==> src/rtl/pra_pkg.sv <==
package pra_pkg;

    // Size of the physical register file served by the allocator.
    localparam int unsigned PREG_COUNT = 64;
    localparam int unsigned TAG_W      = $clog2(PREG_COUNT);

    typedef logic [TAG_W-1:0] preg_tag_t;

    // A release request arriving from commit.
    typedef struct packed {
        logic      valid;
        preg_tag_t tag;
    } preg_ret_t;

    // Offset of activation rank k inside the packed order table (4 bits per rank).
    function automatic logic [3:0] order_offset(input logic [31:0] table_code, input int unsigned k);
        return table_code[4*k +: 4];
    endfunction

endpackage

==> src/rtl/pra_rot_timer.sv <==
module pra_rot_timer #(
    parameter int unsigned PERIOD = 10000
) (
    input  logic clk,
    input  logic rst,
    output logic rotate
);
    localparam int unsigned CW = (PERIOD > 2) ? $clog2(PERIOD) : 1;

    logic [CW-1:0] cnt_q;

    assign rotate = (cnt_q == CW'(PERIOD - 1));

    always_ff @(posedge clk) begin
        if (rst) begin
            cnt_q <= '0;
        end else if (rotate) begin
            cnt_q <= '0;
        end else begin
            cnt_q <= cnt_q + CW'(1);
        end
    end
endmodule

==> src/rtl/pra_pick.sv <==
module pra_pick #(
    parameter int unsigned NUM_PARTS = 4,
    parameter logic [31:0] ACT_ORDER = 32'h7654_3210
) (
    input  logic [$clog2(NUM_PARTS)-1:0] dflt,
    input  logic [$clog2(NUM_PARTS):0]   act_cnt,
    input  logic [NUM_PARTS-1:0]         has_free,
    output logic                         found,
    output logic [$clog2(NUM_PARTS)-1:0] sel_part,
    output logic [$clog2(NUM_PARTS)-1:0] sel_rank,
    output logic [NUM_PARTS-1:0]         act_mask
);
    import pra_pkg::*;

    localparam int unsigned PW = $clog2(NUM_PARTS);

    // Partition that holds each activation rank under the current default.
    logic [PW-1:0] rank_part [NUM_PARTS];

    for (genvar k = 0; k < NUM_PARTS; k++) begin : g_rank
        assign rank_part[k] = dflt + PW'(order_offset(ACT_ORDER, k));
    end

    // Lowest rank with a free slot wins: scan downwards, last hit stays.
    always_comb begin
        found    = 1'b0;
        sel_part = '0;
        sel_rank = '0;
        for (int k = NUM_PARTS - 1; k >= 0; k--) begin
            if (has_free[rank_part[k]]) begin
                found    = 1'b1;
                sel_part = rank_part[k];
                sel_rank = PW'(k);
            end
        end
    end

    // Ranks below the activation count are the partitions in use.
    always_comb begin
        act_mask = '0;
        for (int k = 0; k < NUM_PARTS; k++) begin
            if (k < int'(act_cnt)) begin
                act_mask[rank_part[k]] = 1'b1;
            end
        end
    end
endmodule

==> src/rtl/pra_slice.sv <==
module pra_slice #(
    parameter int unsigned SLOTS       = 16,
    parameter int unsigned WAKE_CYCLES = 2,
    parameter logic        RESET_GATED = 1'b1
) (
    input  logic                     clk,
    input  logic                     rst,
    input  logic                     alloc_hit,
    input  logic                     rel_hit,
    input  logic [$clog2(SLOTS)-1:0] rel_slot,
    input  logic                     idle,
    output logic                     has_free,
    output logic [$clog2(SLOTS)-1:0] free_slot,
    output logic                     pgate,
    output logic                     powered
);
    localparam int unsigned SW = $clog2(SLOTS);
    localparam int unsigned CW = $clog2(SLOTS + 1);
    localparam int unsigned WW = $clog2(WAKE_CYCLES + 1);

    logic [SLOTS-1:0] free_q, free_d;
    logic [CW-1:0]    live_q, live_d;
    logic             gate_q;
    logic [WW-1:0]    wcnt_q, wcnt_dec;

    assign has_free = |free_q;

    // Lowest free slot.
    always_comb begin
        free_slot = '0;
        for (int s = SLOTS - 1; s >= 0; s--) begin
            if (free_q[s]) begin
                free_slot = SW'(s);
            end
        end
    end

    always_comb begin
        free_d = free_q;
        if (alloc_hit) begin
            free_d[free_slot] = 1'b0;
        end
        if (rel_hit) begin
            free_d[rel_slot] = 1'b1;
        end
    end

    assign live_d   = live_q + CW'(alloc_hit) - CW'(rel_hit);
    assign wcnt_dec = (wcnt_q != '0) ? (wcnt_q - WW'(1)) : '0;

    always_ff @(posedge clk) begin
        if (rst) begin
            free_q <= '1;
            live_q <= '0;
            gate_q <= RESET_GATED;
            wcnt_q <= '0;
        end else begin
            free_q <= free_d;
            live_q <= live_d;
            if (alloc_hit) begin
                gate_q <= 1'b0;
                wcnt_q <= gate_q ? WW'(WAKE_CYCLES) : wcnt_dec;
            end else if (idle && (live_q == '0)) begin
                gate_q <= 1'b1;
                wcnt_q <= '0;
            end else begin
                wcnt_q <= wcnt_dec;
            end
        end
    end

    assign pgate   = gate_q;
    assign powered = !gate_q && (wcnt_q == '0);
endmodule

==> src/rtl/pra_top.sv <==
module pra_top
    import pra_pkg::*;
#(
    parameter int unsigned NUM_PARTS   = 4,
    parameter int unsigned ROT_PERIOD  = 10000,
    parameter int unsigned WAKE_CYCLES = 2,
    parameter logic [31:0] ACT_ORDER   = 32'h7654_3210
) (
    input  logic                         clk,
    input  logic                         rst,
    input  logic                         alloc_req,
    output logic                         alloc_ready,
    output logic [TAG_W-1:0]             alloc_tag,
    input  logic                         rel_valid,
    input  logic [TAG_W-1:0]             rel_tag,
    output logic [NUM_PARTS-1:0]         pgate_en,
    output logic [NUM_PARTS-1:0]         region_up,
    output logic [NUM_PARTS-1:0]         active_mask,
    output logic [$clog2(NUM_PARTS)-1:0] dflt_part
);
    localparam int unsigned PW    = $clog2(NUM_PARTS);
    localparam int unsigned AW    = PW + 1;
    localparam int unsigned SLOTS = PREG_COUNT / NUM_PARTS;
    localparam int unsigned SW    = $clog2(SLOTS);

    logic [PW-1:0]        dflt_q;
    logic [AW-1:0]        act_cnt_q;
    logic                 rotate;
    logic                 found;
    logic                 grant;
    logic [PW-1:0]        sel_part;
    logic [PW-1:0]        sel_rank;
    logic [NUM_PARTS-1:0] has_free;
    logic [SW-1:0]        slot_free [NUM_PARTS];
    preg_ret_t            ret;
    logic [PW-1:0]        rel_part;
    logic [SW-1:0]        rel_slot;

    assign ret.valid = rel_valid;
    assign ret.tag   = rel_tag;
    assign rel_part  = ret.tag[TAG_W-1 -: PW];
    assign rel_slot  = ret.tag[SW-1:0];

    pra_rot_timer #(
        .PERIOD (ROT_PERIOD)
    ) i_timer (
        .clk    (clk),
        .rst    (rst),
        .rotate (rotate)
    );

    pra_pick #(
        .NUM_PARTS (NUM_PARTS),
        .ACT_ORDER (ACT_ORDER)
    ) i_pick (
        .dflt     (dflt_q),
        .act_cnt  (act_cnt_q),
        .has_free (has_free),
        .found    (found),
        .sel_part (sel_part),
        .sel_rank (sel_rank),
        .act_mask (active_mask)
    );

    for (genvar p = 0; p < NUM_PARTS; p++) begin : g_part
        pra_slice #(
            .SLOTS       (SLOTS),
            .WAKE_CYCLES (WAKE_CYCLES),
            .RESET_GATED (p != 0)
        ) i_slice (
            .clk       (clk),
            .rst       (rst),
            .alloc_hit (grant && (sel_part == PW'(p))),
            .rel_hit   (ret.valid && (rel_part == PW'(p))),
            .rel_slot  (rel_slot),
            .idle      (!active_mask[p]),
            .has_free  (has_free[p]),
            .free_slot (slot_free[p]),
            .pgate     (pgate_en[p]),
            .powered   (region_up[p])
        );
    end

    assign alloc_ready = found;
    assign grant       = alloc_req && found;
    assign alloc_tag   = {sel_part, slot_free[sel_part]};
    assign dflt_part   = dflt_q;

    always_ff @(posedge clk) begin
        if (rst) begin
            dflt_q    <= '0;
            act_cnt_q <= AW'(1);
        end else if (rotate) begin
            dflt_q    <= dflt_q + PW'(1);
            act_cnt_q <= AW'(1);
        end else if (grant && ({1'b0, sel_rank} >= act_cnt_q)) begin
            act_cnt_q <= {1'b0, sel_rank} + AW'(1);
        end
    end
endmodule

==> config.mk <==
export PLATFORM = sky130hd
export DESIGN_NAME = pra_top
export DESIGN_NICKNAME = d
export VERILOG_FILES = /design/src/rtl/pra_pkg.sv /design/src/rtl/pra_rot_timer.sv /design/src/rtl/pra_pick.sv /design/src/rtl/pra_slice.sv /design/src/rtl/pra_top.sv
export SDC_FILE = /design/constraint.sdc
export NUM_CORES = 1
export LEC_CHECK = 0
export ABC_AREA = 0
export CORE_MARGIN = 2
export CORE_UTILIZATION = 35
export DETAILED_ROUTE_END_ITERATION = 12
export PLACE_DENSITY = 0.57
export SYNTH_ARGS = -nofsm -noshare
export SYNTH_HDL_FRONTEND = slang
export SYNTH_SLANG_ARGS = --single-unit
==> constraint.sdc <==
create_clock -name clk -period 4.6 [get_ports clk]
set_input_delay 1.38 -clock clk [delete_from_list [all_inputs] [get_ports clk]]
set_output_delay 1.38 -clock clk [all_outputs]
set_load 0.02 [all_outputs]
==> results.sh <==
export IMPL_critPathKind="reg -> out"
export IMPL_path_cells="nor4_4, nand4_2, a211oi_2, a221o_2, o21a_2, o21a_1, buf_4, a311oi_1, a21oi_1, clkbuf_2"
export IMPL_finalSetupViolations=0
export IMPL_drv_slew=0
export IMPL_leakage_nw=3.350
export IMPL_die_area_um2=21440
export IMPL_clk_latency_ns=0.42
export IMPL_timing_final_crit_share=0.9581
export IMPL_power_density_nw_per_um2=332.0
export IMPL_drcViolationCount=0
export IMPL_place_gp_congestion=0.8892
export IMPL_route_vias_total=6494
export IMPL_rsz0062_at_grt="no"
export IMPL_async_flop_share=0
export IMPL_seqPwrFrac=0.387
export IMPL_synth_xor_area_share=0.02961
export IMPL_overflow=0
export IMPL_p_int_w=0.002043
export IMPL_yosys_area_top_type_share=0.3243
export IMPL_multi_input_area_um2=4380
export IMPL_ant_nets=0
export IMPL_fin_setup_tns_ns=0
export IMPL_crit_path_end_kind="primary output"
export IMPL_synthAdderAreaFrac=0.07120
export IMPL_grt_pass1_wl_um=33150
export IMPL_ys_types=80
export IMPL_area_delta_synth_final_pct=17.82
export IMPL_numCtsBuffers=17
export IMPL_fp_dieW_um=146.4
export IMPL_min_path_type="reg -> reg"
export IMPL_path_clk_slew_ns=0.06
export IMPL_switching_share=0.2644
export IMPL_io_pins=31
export IMPL_synth_top_family_by_area="compound AO/OA/AOI/OAI gates"
export IMPL_routed_wl_um=20460
export IMPL_syn_area_um2=7099
export IMPL_critPathSlowestCell="nor4_4"
export IMPL_worstHoldStart="i_timer.cnt_q[0]"
export IMPL_synth_edf_count=0
export IMPL_fin_nets=919
export IMPL_synth_area_mux_share=0.01498
export IMPL_viasPerCell=5.632
export IMPL_place_hpwl_um=14760
export IMPL_drive_gt1_frac=0.1325
export IMPL_htree_levels=4
export IMPL_tightest_slew_ns=0.9650
export IMPL_yosys_warnings=0
export IMPL_peakVddDrop_mv=0.2658
export IMPL_seq_area_frac_synth=0.3243
export IMPL_fillers=2047
export IMPL_portBuffers=30
export IMPL_grt_max_degree=66
export IMPL_max_stage_delay_ns=0.39
export IMPL_cp_required_ns=3.22
export IMPL_synth_compound_area_frac=0.2593
export IMPL_synth_nets=883
export IMPL_syn_area_per_cell_um2=8.502
export IMPL_grt_pass1_vias=6270
export IMPL_rows=52
export IMPL_cap_violations=0
export IMPL_cts_root_buffer="clkbuf_16"
export IMPL_worstHoldPathCells=1
export IMPL_fin_crit_ns=4.407
export IMPL_fin_skew_ns=0.009640
export IMPL_synth_area_leaders="dfxtp_1, ha_1, a21oi_1"
export IMPL_switching_power_w=0.0007342
export IMPL_die_h_um=146.4
export IMPL_p_clk_frac=0.472
export IMPL_syn_inst=835
export IMPL_synth_simple_area_share=0.2325
export IMPL_startpoint_type="flip-flop"
export IMPL_drt_pass1_iterations=6
export IMPL_first_iter_violations=505
export IMPL_start_util=0.3543
export IMPL_track_usage=0.1952
export IMPL_clock_sinks=115
export IMPL_clockBufferDepth=2
export IMPL_crit_start="g_part[1].i_slice.free_q[5]"
export IMPL_diodes=0
export IMPL_synth_top_area_cell="dfxtp_1"
export IMPL_avgRoutedWirePerCell_um=17.75
export IMPL_hold_worst_slack_ns=0.4474
export IMPL_synth_flop_cell="dfxtp_1"
export IMPL_timing_final_hold_violations=0
export IMPL_cts_tree="done"
export IMPL_seqCellArea_um2=2302
export IMPL_antenna_found_initial=0
export IMPL_synth_ff_latch_count=115
export IMPL_fmax_ghz=0.2269
export IMPL_coreArea_um2=20040
export IMPL_status="complete, no violations"
export IMPL_critical_path_arrival_ns=3.03
export IMPL_r2r_start="g_part[3].i_slice.free_q[7]"
export IMPL_cp_max_fo=12
export IMPL_r2r_cells=18
export IMPL_max_slew_margin=0.3507
export IMPL_p_comb_frac=0.141
cell type report:
type / count / area share
clock inverter: 8 / 0.008975
multi-input combinational: 613 / 0.5237
inverter: 60 / 0.02693
sequential: 115 / 0.2752
timing repair buffer: 64 / 0.06402
tap: 270 / 0.04039
clock buffer: 23 / 0.06073
power by group through the flow:
stage / combinational (W) / clock (W) / sequential, W
6_report: 0.000391 / 0.00131 / 0.00108
5_1_grt: 0.000445 / 0.00138 / 0.00108
4_1_cts: 0.000392 / 0.00133 / 0.00108
3_5_place_dp: 0.000389 / 0 / 0.00110
3_3_place_gp: 0.000382 / 0 / 0.00110
2_1_floorplan: 0.000307 / 0 / 0.00109
worst max-delay path: cells and delay by family (launching register included):
family / cells / cell delay (ns)
simple gates: 2 / 0.66
buf+inv: 2 / 0.42
flops: 1 / 0.36
compound gates: 6 / 1.15
metrics by stage:
stage                     utilization  total power, W  instances  instance area [um^2]  setup WS [ns]
after detailed placement       0.3846        0.001486       1118                  7706         0.1250
after floorplan                     -        0.001397        835                  7099         0.1628
final                          0.4174        0.002777       1153                  8364         0.1926
after CTS                      0.4172        0.002796       1153                  8361        0.07631
after global placement         0.3846        0.001479       1118                  7706         0.1618
after global routing           0.4174        0.002903       1153                  8364        0.05635
synthesized netlist by cell type, types with 3 or more instances:
master / count
nor2_1: 87
a41oi_1: 3
nand2b_1: 8
mux2i_1: 5
dfxtp_1: 115
or3_1: 13
and4_1: 4
xnor2_1: 12
a221oi_1: 6
o41ai_1: 9
ha_1: 34
fa_1: 4
o211ai_1: 11
buf_2: 6
a31oi_1: 8
buf_6: 3
xor2_1: 12
buf_4: 14
nor3_1: 21
a211o_1: 3
a221o_1: 27
a211oi_1: 7
mux2_2: 3
o21ai_0: 40
nor2b_1: 22
o31ai_1: 16
o21bai_1: 4
a21o_1: 10
o311ai_0: 4
nand3_1: 21
a211oi_2: 3
nor4_4: 9
nor4b_1: 3
and3_1: 6
nand2_1: 44
nor4_2: 7
clkbuf_1: 22
a21oi_1: 83
inv_1: 59
nor4_1: 7
or4_1: 3
nand4_1: 11
kinds of logic after synthesis:
family          Yosys count
simple gates            283
compound gates          259
flops                   115
buf+inv                 107
fa+ha+maj                38
xor+xnor                 24
mux                       9
sequential cells by signal, indices dropped and copies added, names as in the netlist:
| signal | flops |
|---|---|
| g_part.i_slice.wcnt_q | 8 |
| g_part.i_slice.free_q | 64 |
| g_part.i_slice.pgate | 4 |
| i_timer.cnt_q | 14 |
| act_cnt_q | 3 |
| g_part.i_slice.live_q | 20 |
| dflt_part | 2 |
timing repair:
item | 4_1_cts | 5_1_grt
gates resized for setup | 13 | 12
setup buffers | 4 | 0
endpoints found under the setup margin | 5 | 4
pin swaps | 3 | 2
hold buffers | 0 | 0
routing by layer:
layer  part of all wire  global-route usage
met1               0.47              0.2623
met5                  0                   0
met4              0.032             0.09126
met3              0.058             0.04688
met2               0.44              0.2960
final timing paths:
path | endpoint | slack, ns
max | alloc_tag[2] | 0.19
min | i_timer.cnt_q[0] | 0.45
max reg2reg | g_part[1].i_slice.live_q[4] | 0.30
min reg2reg | i_timer.cnt_q[0] | 0.45
cells in the final DEF (no fill, tap or decap), types with 22 or more instances in the layout:
cell type and n:
inv_1 59, a221o_1 27, a21oi_1 83, nor2b_1 22, o21ai_0 40, dfxtp_1 115
nor2_1 87, buf_4 34, nand2_1 44, ha_1 34, clkdlybuf4s50_1 24
(Power assumes the default switching activity.)
